## src/rtl/wbr_pkg.sv

```systemverilog
package wbr_pkg;
  localparam int WORD_W    = 16;
  // first word index backed by bank storage; 0 and 1 are the window pair
  localparam int BANK_BASE = 2;

  typedef enum logic [1:0] {
    TGT_NONE  = 2'd0,
    TGT_WADDR = 2'd1,
    TGT_BANK  = 2'd2
  } tgt_e;

  typedef struct packed {
    tgt_e              tgt;
    logic [WORD_W-1:0] idx;
  } route_t;
endpackage

```

## src/rtl/wbr_route.sv

```systemverilog
module wbr_route import wbr_pkg::*; #(
  parameter int ADDR_W       = 5,
  parameter int DIRECT_WORDS = 8
) (
  input  logic [ADDR_W-1:0] bus_addr,
  input  logic [WORD_W-1:0] win_idx,
  output route_t            route
);
  localparam int WORD_AW = ADDR_W - 1;

  logic [WORD_AW-1:0] word;
  assign word = bus_addr[ADDR_W-1:1];

  always_comb begin
    route.tgt = TGT_NONE;
    route.idx = '0;
    if (!bus_addr[0]) begin
      if (word == '0) begin
        route.tgt = TGT_WADDR;
      end else if (word == WORD_AW'(1)) begin
        route.tgt = TGT_BANK;
        route.idx = win_idx;
      end else if (int'(word) < DIRECT_WORDS) begin
        route.tgt = TGT_BANK;
        route.idx = WORD_W'(word);
      end
    end
  end
endmodule

```

## src/rtl/wbr_winreg.sv

```systemverilog
module wbr_winreg import wbr_pkg::*; (
  input  logic              clk,
  input  logic              rst_n,
  input  logic              load,
  input  logic [WORD_W-1:0] d,
  output logic [WORD_W-1:0] q
);
  always_ff @(posedge clk or negedge rst_n) begin
    if (!rst_n)    q <= '0;
    else if (load) q <= d;
  end
endmodule

```

## src/rtl/wbr_bank.sv

```systemverilog
module wbr_bank import wbr_pkg::*; #(
  parameter int NUM_WR = 16,
  parameter int NUM_RD = 20
) (
  input  logic                               clk,
  input  logic                               rst_n,
  input  logic                               wr_en,
  input  logic [WORD_W-1:0]                  idx,
  input  logic [WORD_W-1:0]                  wr_data,
  input  logic [(NUM_RD-BANK_BASE)*WORD_W-1:0] sts_i,
  output logic [(NUM_WR-BANK_BASE)*WORD_W-1:0] ctrl_o,
  output logic [WORD_W-1:0]                  rd_val
);
  // write side: one register per implemented index
  for (genvar g = BANK_BASE; g < NUM_WR; g++) begin : g_wr
    localparam int SLOT = g - BANK_BASE;
    logic              hit;
    logic [WORD_W-1:0] q;
    assign hit = wr_en && (idx == WORD_W'(g));
    always_ff @(posedge clk or negedge rst_n) begin
      if (!rst_n)   q <= '0;
      else if (hit) q <= wr_data;
    end
    assign ctrl_o[SLOT*WORD_W +: WORD_W] = q;
  end

  // read side: status mux, zero outside the implemented range
  always_comb begin
    rd_val = '0;
    for (int i = BANK_BASE; i < NUM_RD; i++) begin
      if (idx == WORD_W'(i)) rd_val = sts_i[(i-BANK_BASE)*WORD_W +: WORD_W];
    end
  end
endmodule

```

## src/rtl/wbr_bridge.sv

```systemverilog
module wbr_bridge import wbr_pkg::*; #(
  parameter int ADDR_W       = 5,
  parameter int NUM_WR       = 16,
  parameter int NUM_RD       = 20,
  parameter int DIRECT_WORDS = 8
) (
  input  logic                                clk,
  input  logic                                rst_n,
  input  logic [ADDR_W-1:0]                   bus_addr,
  input  logic                                bus_wr,
  input  logic                                bus_rd,
  input  logic [15:0]                         bus_wdata,
  output logic [15:0]                         bus_rdata,
  input  logic [(NUM_RD-BANK_BASE)*16-1:0]    sts_i,
  output logic [(NUM_WR-BANK_BASE)*16-1:0]    ctrl_o
);
  route_t            rt;
  logic [WORD_W-1:0] win_q;
  logic [WORD_W-1:0] bank_rd;
  logic              load_win;
  logic              bank_wr;

  wbr_route #(.ADDR_W(ADDR_W), .DIRECT_WORDS(DIRECT_WORDS)) u_route (
    .bus_addr (bus_addr),
    .win_idx  (win_q),
    .route    (rt)
  );

  assign load_win = bus_wr && (rt.tgt == TGT_WADDR);
  assign bank_wr  = bus_wr && (rt.tgt == TGT_BANK);

  wbr_winreg u_win (
    .clk   (clk),
    .rst_n (rst_n),
    .load  (load_win),
    .d     (bus_wdata),
    .q     (win_q)
  );

  wbr_bank #(.NUM_WR(NUM_WR), .NUM_RD(NUM_RD)) u_bank (
    .clk     (clk),
    .rst_n   (rst_n),
    .wr_en   (bank_wr),
    .idx     (rt.idx),
    .wr_data (bus_wdata),
    .sts_i   (sts_i),
    .ctrl_o  (ctrl_o),
    .rd_val  (bank_rd)
  );

  always_comb begin
    bus_rdata = '0;
    if (bus_rd) begin
      unique case (rt.tgt)
        TGT_WADDR: bus_rdata = win_q;
        TGT_BANK:  bus_rdata = bank_rd;
        default:   bus_rdata = '0;
      endcase
    end
  end
endmodule

```

## config.mk

```make
export PLATFORM = sky130hd
export DESIGN_NAME = wbr_bridge
export DESIGN_NICKNAME = d
export VERILOG_FILES = /design/src/rtl/wbr_pkg.sv /design/src/rtl/wbr_route.sv /design/src/rtl/wbr_winreg.sv /design/src/rtl/wbr_bank.sv /design/src/rtl/wbr_bridge.sv
export SDC_FILE = /design/constraint.sdc
export NUM_CORES = 1
export LEC_CHECK = 0
export BUFFER_PORTS_ARGS = -buffer_cell sky130_fd_sc_hd__buf_4
export CAP_MARGIN = 30
export CORE_AREA = 4 4 214 216
export DETAILED_ROUTE_END_ITERATION = 10
export DIE_AREA = 0 0 218 220
export RECOVER_POWER = 100
export SETUP_SLACK_MARGIN = 0.15
export SYNTH_ARGS = -nofsm -noshare
export SYNTH_HDL_FRONTEND = slang
export SYNTH_HIERARCHICAL = 1
export SYNTH_SLANG_ARGS = --single-unit
```

## constraint.sdc

```tcl
create_clock -name clk -period 8.29 [get_ports clk]
set_input_delay 1.658 -clock clk [delete_from_list [all_inputs] [get_ports clk]]
set_output_delay 1.658 -clock clk [all_outputs]
set_load 0.05 [all_outputs]
```

* Word-level counts from Yosys, hierarchy flattened
Cells that the tools add are included.
** Word-level totals
- Register bits :: 240
- Output and inout bits :: 240
- Input bits :: 313
** Cells by class
- Magnitude comparators :: 1
- Multiplexer cells :: 25
- Equality and inequality tests :: 21
- Reduce and logical (&&, ||, !) cells :: 17
** Operators with widths (number)
- 16-bit two-way mux :: 20
- 16-bit by 4-bit == test with 1-bit output, second input constant :: 8
- 16-bit by 3-bit == test with 1-bit output, second input constant :: 4
- 16-bit by 5-bit == test with 1-bit output, second input constant :: 4
- 18-bit two-way mux :: 3
- 16-bit by 2-bit == test with 1-bit output, second input constant :: 2
- 16-bit one-hot mux with 2 select lines :: 1
- 1-bit logical AND :: 16
- 4-bit by 1-bit == test with 1-bit output, second input constant :: 1
- 4-bit zero test :: 1
- 4-bit < comparator, second input constant :: 1
- 2-bit by 1-bit == test with 1-bit output, second input constant :: 1
- 2-bit == test, second input constant :: 1
- 2-bit two-way mux :: 1

* Longest topological paths before layout
- Word-level depth :: 26
- Gate-level depth with buffers :: 14
- Mapped depth without buffers :: 10

* Hierarchy
The synthesis kept the hierarchy.
** By module, submodules not included
- wbr_bank :: area an instance 11263.3 um2, instances 1, cells an instance 932
- wbr_winreg :: area an instance 649.4 um2, instances 1, cells an instance 34
- wbr_bridge :: area an instance 390.4 um2, instances 1, cells an instance 45
- wbr_route :: area an instance 244.0 um2, instances 1, cells an instance 24

* Worst setup path after synthesis
Ideal clock, no wire load.
- Path type :: in2out
- Start :: in bus_addr[2]
- End :: out bus_rdata[15]
- Arrival time :: 5.068 ns
- Cell stages on the path :: 12
- Path buffers :: 2
- Slack :: 1.564 ns
- Cells stage by stage :: or4b_4 nor3b_1 buf_2 nor4bb_1 and4_1 clkbuf_1 a221oi_1 o21ai_1 o211ai_1 a31oi_1 a22oi_1 nor2_1
** RTL lines
- start: declaration :: line wbr_bridge.sv:9 : input logic [ADDR_W-1:0] bus_addr,
- end: declaration :: line wbr_bridge.sv:13 : output logic [15:0] bus_rdata,

==> summary.md <==
| Metric | Value |
|---|---|
| Status | `complete, but fails checks` |
| Failing checks | `max-capacitance violations, max-slew violations` |
| Max VDD drop | `0.171 mV` |
| Gr usage total | `25.3%` |
| Post_cts resized | `0` |
| Reg power frac | `44.3%` |
| Synthesized net count | `1,350` |
| Worst Path Max Fanout | `19` |
| Switching share of power | `28.9%` |
| Setup crit start kind | `input port` |
| Root buffer cell | `clkbuf_16` |
| Clk sinks | `240` |
| Finished Layout Cells | `2,176` |
| Mean area per synthesized cell | `12.1 um2` |
| Synth Area in XOR/XNOR | `0%` |
| Synth area leader | `dfrtp_1` |
| Proportion of layout cells with a drive suffix above 1 | `44.0%` |
| Inst Count DP | `2,134` |
| Commonest cells after routing, fill and taps aside | `buf_4 (345), clkbuf_1 (253), mux2_2 (252)` |
| GRT overflow | `0` |
| Critical path class | `in -> out` |
| Top cells by area, synth | `dfrtp_1 (48%), mux2_2 (22%), a22oi_1 (1.7%)` |
| FF/Latch Area | `0.00601 mm2` |
| Initial antenna violation count | `6` |
| Leak | `0.00792 uW` |
| Clock tree buffer depth | `3` |
| DRT Pass-1 Iters | `6` |
| Multi-input combinational cell area | `0.00604 mm2` |
| Clk pwr share | `37.1%` |
| Final Hold Viols | `0` |
| Via/cell ratio | `5.33` |
| Final #Nets | `1,883` |
| # rows | `77` |
| Hold Path Class | `reg -> reg` |
| Area Overhead vs Synth | `36.4%` |
| Internal power | `2030 uW` |
| Gpl congestion | `1.05` |
| Via count | `11,588` |
| Commonest non-fill, non-tap cell in the layout | `buf_4` |
| Setup crit end kind | `output port` |
| Share of flip-flops with an asynchronous set or reset | `100%` |
| Fmax | `130 MHz` |
| Slew HR | `-254%` |
| Core area | `0.0439 mm2` |
| Critical Path Slowest Stage Cell | `and4_1` |
| R2R depth | `9` |
| Adder-Cell Fraction of Synth Area | `0.199%` |
| Unrepaired setup endpoints after global routing | `false` |
| Logic gate share of total power | `18.6%` |
| Synth Area in Compound Gates | `12.6%` |
| Worst hold stages | `1` |
| Die Ht | `220 um` |
| Fin crit period | `7.70 ns` |
| Initial DRC Count | `732` |
| Maxcap violations | `4` |
| Final ANT Viol Nets | `0` |
| Most used DFF post-synth | `dfrtp_1` |
| Mux contribution to synthesized area | `25.1%` |
| Yosys reg bits | `240` |
| I/O Buffers | `552` |
| Pin count of the biggest net entering global routing | `130` |
| Starting Density | `28.6%` |
| Yosys cell types | `79` |
| I/O Pins | `553` |
| Postcts setup bufs | `0` |
| Post-CTS Hold Fix Bufs | `0` |
| Cells along the critical path | `buf_4, or4b_4, nor3b_1, nor4b_1, and4_1, o21ai_0, o2111ai_1, o2111a_1, a22oi_1, nor2_1, clkbuf_1` |
| Drt wl/cell | `29.3 um` |
| Die footprint | `0.0480 mm2` |
| Post-synth EDFFs | `0` |
| FILL cells | `4,607` |
| Slowest cell delay on critical path | `0.84 ns` |
| Final setup TNS | `0 ns` |
| Post-synthesis simple-gate area fraction | `10.3%` |
| Vias in the first global route | `12,292` |
| Final Skew | `0.00841 ns` |
| Final slew viol count | `160` |
| Sequential share of the synthesized area | `47.9%` |
| CTS tree | `built` |
| Slew @ Worst Pin | `5.31 ns` |
| Data required time of the critical path | `6.63 ns` |
| Setup violations, final | `0` |
| Die extent in x | `218 um` |
| Dpl hpwl | `50.2 mm` |
| Post-synth top area share | `47.9%` |
| Residual DRC | `0` |
| Hold_ws | `0.503 ns` |
| Worst-path clk slew | `0.06 ns` |
| Post-Syn Area | `0.0125 mm2` |
| Maximum level of the CTS H-tree | `1` |
| Final worst-path cycle share | `92.8%` |
| Net switching power | `824 uW` |
| P per Cell Area | `167 mW/mm2` |
| Largest family of logic cells by synthesized area | `multiplexers` |
| Cell count after synthesis | `1,035` |
| CP arrival | `6.04 ns` |
| First-pass GRT wire length | `88.6 mm` |
| Syn. warnings | `6` |
| Worst skew pair latency | `0.51 ns` |
| Total CTS buffers | `24` |
| Final WL | `63.8 mm` |
## worst max-delay path, delay by kind of cell
family,cells,cell delay (ns)
AO/OA/AOI/OAI,4,0.79
AND/OR/NAND/NOR,5,2.93
buffers and inverters,2,0.64
## power groups by stage
| stage | clock network (uW) | registers, uW | logic (uW) |
|---|---|---|---|
| after global routing | 1140 | 1270 | 556 |
| after global placement | 0 | 1290 | 571 |
| after detailed placement | 0 | 1290 | 571 |
| after floorplan | 0 | 1400 | 142 |
| final | 1060 | 1270 | 530 |
| after CTS | 1100 | 1270 | 572 |
## through the flow
stage / cell area, um2 / util [%] / power (uW) / setup slack, ns
6_report: 17100 / 39.0 / 2860 / 0.593
4_1_cts: 18100 / 41.2 / 2940 / 0.959
3_5_place_dp: 17400 / 39.5 / 1860 / 0.999
2_1_floorplan: 12500 / - / 1550 / 1.56
5_1_grt: 17100 / 39.0 / 2970 / 0.413
3_3_place_gp: 17300 / 39.4 / 1860 / 1.02
## final timing paths
check                                           from  slack, ns              endpoint
worst max-delay path                     bus_addr[2]       0.59          bus_rdata[3]
worst min-delay path            u_bank/g_wr[7].q[10]       0.50  u_bank/g_wr[7].q[10]
worst max register to register            u_win/q[1]       3.83  u_bank/g_wr[2].q[14]
worst min register to register  u_bank/g_wr[7].q[10]       0.50  u_bank/g_wr[7].q[10]
max in group asynchronous                      rst_n       2.00           u_win/q[13]
min in group asynchronous                      rst_n       3.31   u_bank/g_wr[7].q[8]
## flip-flops by register name (all words and copies together), names as in the netlist
register,cells
u_bank/g_wr.q,224
u_win/q,16
## cell families (layout without fill, tap and decap cells)
family | count (synthesis) | count (layout)
adders and majority gates | 2 | 2
AOI/OAI and AO/OA | 216 | 216
DFF | 240 | 240
and+or+nand+nor | 208 | 208
other | 0 | 4
muxes | 274 | 274
buffers and inverters | 95 | 640
## synth_stat cells, drive strengths merged (4+ instances only)
| library cell | count |
|---|---|
| nor2 | 58 |
| clkbuf | 52 |
| dfrtp | 240 |
| and4 | 5 |
| buf | 36 |
| o211ai | 6 |
| o31ai | 4 |
| o221ai | 10 |
| mux2 | 259 |
| a31oi | 9 |
| o311ai | 4 |
| inv | 6 |
| mux2i | 11 |
| nand2b | 5 |
| o22ai | 22 |
| nand2 | 39 |
| nand3 | 19 |
| a222oi | 6 |
| a21oi | 23 |
| o21ai | 42 |
| nor3 | 9 |
| nand4 | 9 |
| a22oi | 39 |
| nor2b | 4 |
| a221oi | 13 |
| nor4 | 14 |
| mux4 | 4 |
| a32oi | 6 |
| nor4b | 5 |
| nor3b | 13 |
| o21a | 4 |
| or4 | 11 |
## layer usage
metal	track usage (%)	vias to the layer above	routed length, um
li1	-	4997	-
met1	27.7	5878	22700
met5	0	-	0
met4	12.7	0	3530
met3	6.44	130	4940
met2	45.6	583	32600
## area by class of cell
type,instances,area share [%]
Timing Repair Buffer,595,20.7
Sequential cell,240,35.1
Antenna cell,4,0.0585
Clock buffer,31,3.84
Inverter,7,0.153
Clock inverter,7,0.519
Multi-Input combinational cell,700,35.3
Tap cell,592,4.33
No activity file was read; power rests on OpenSTA's default activity.
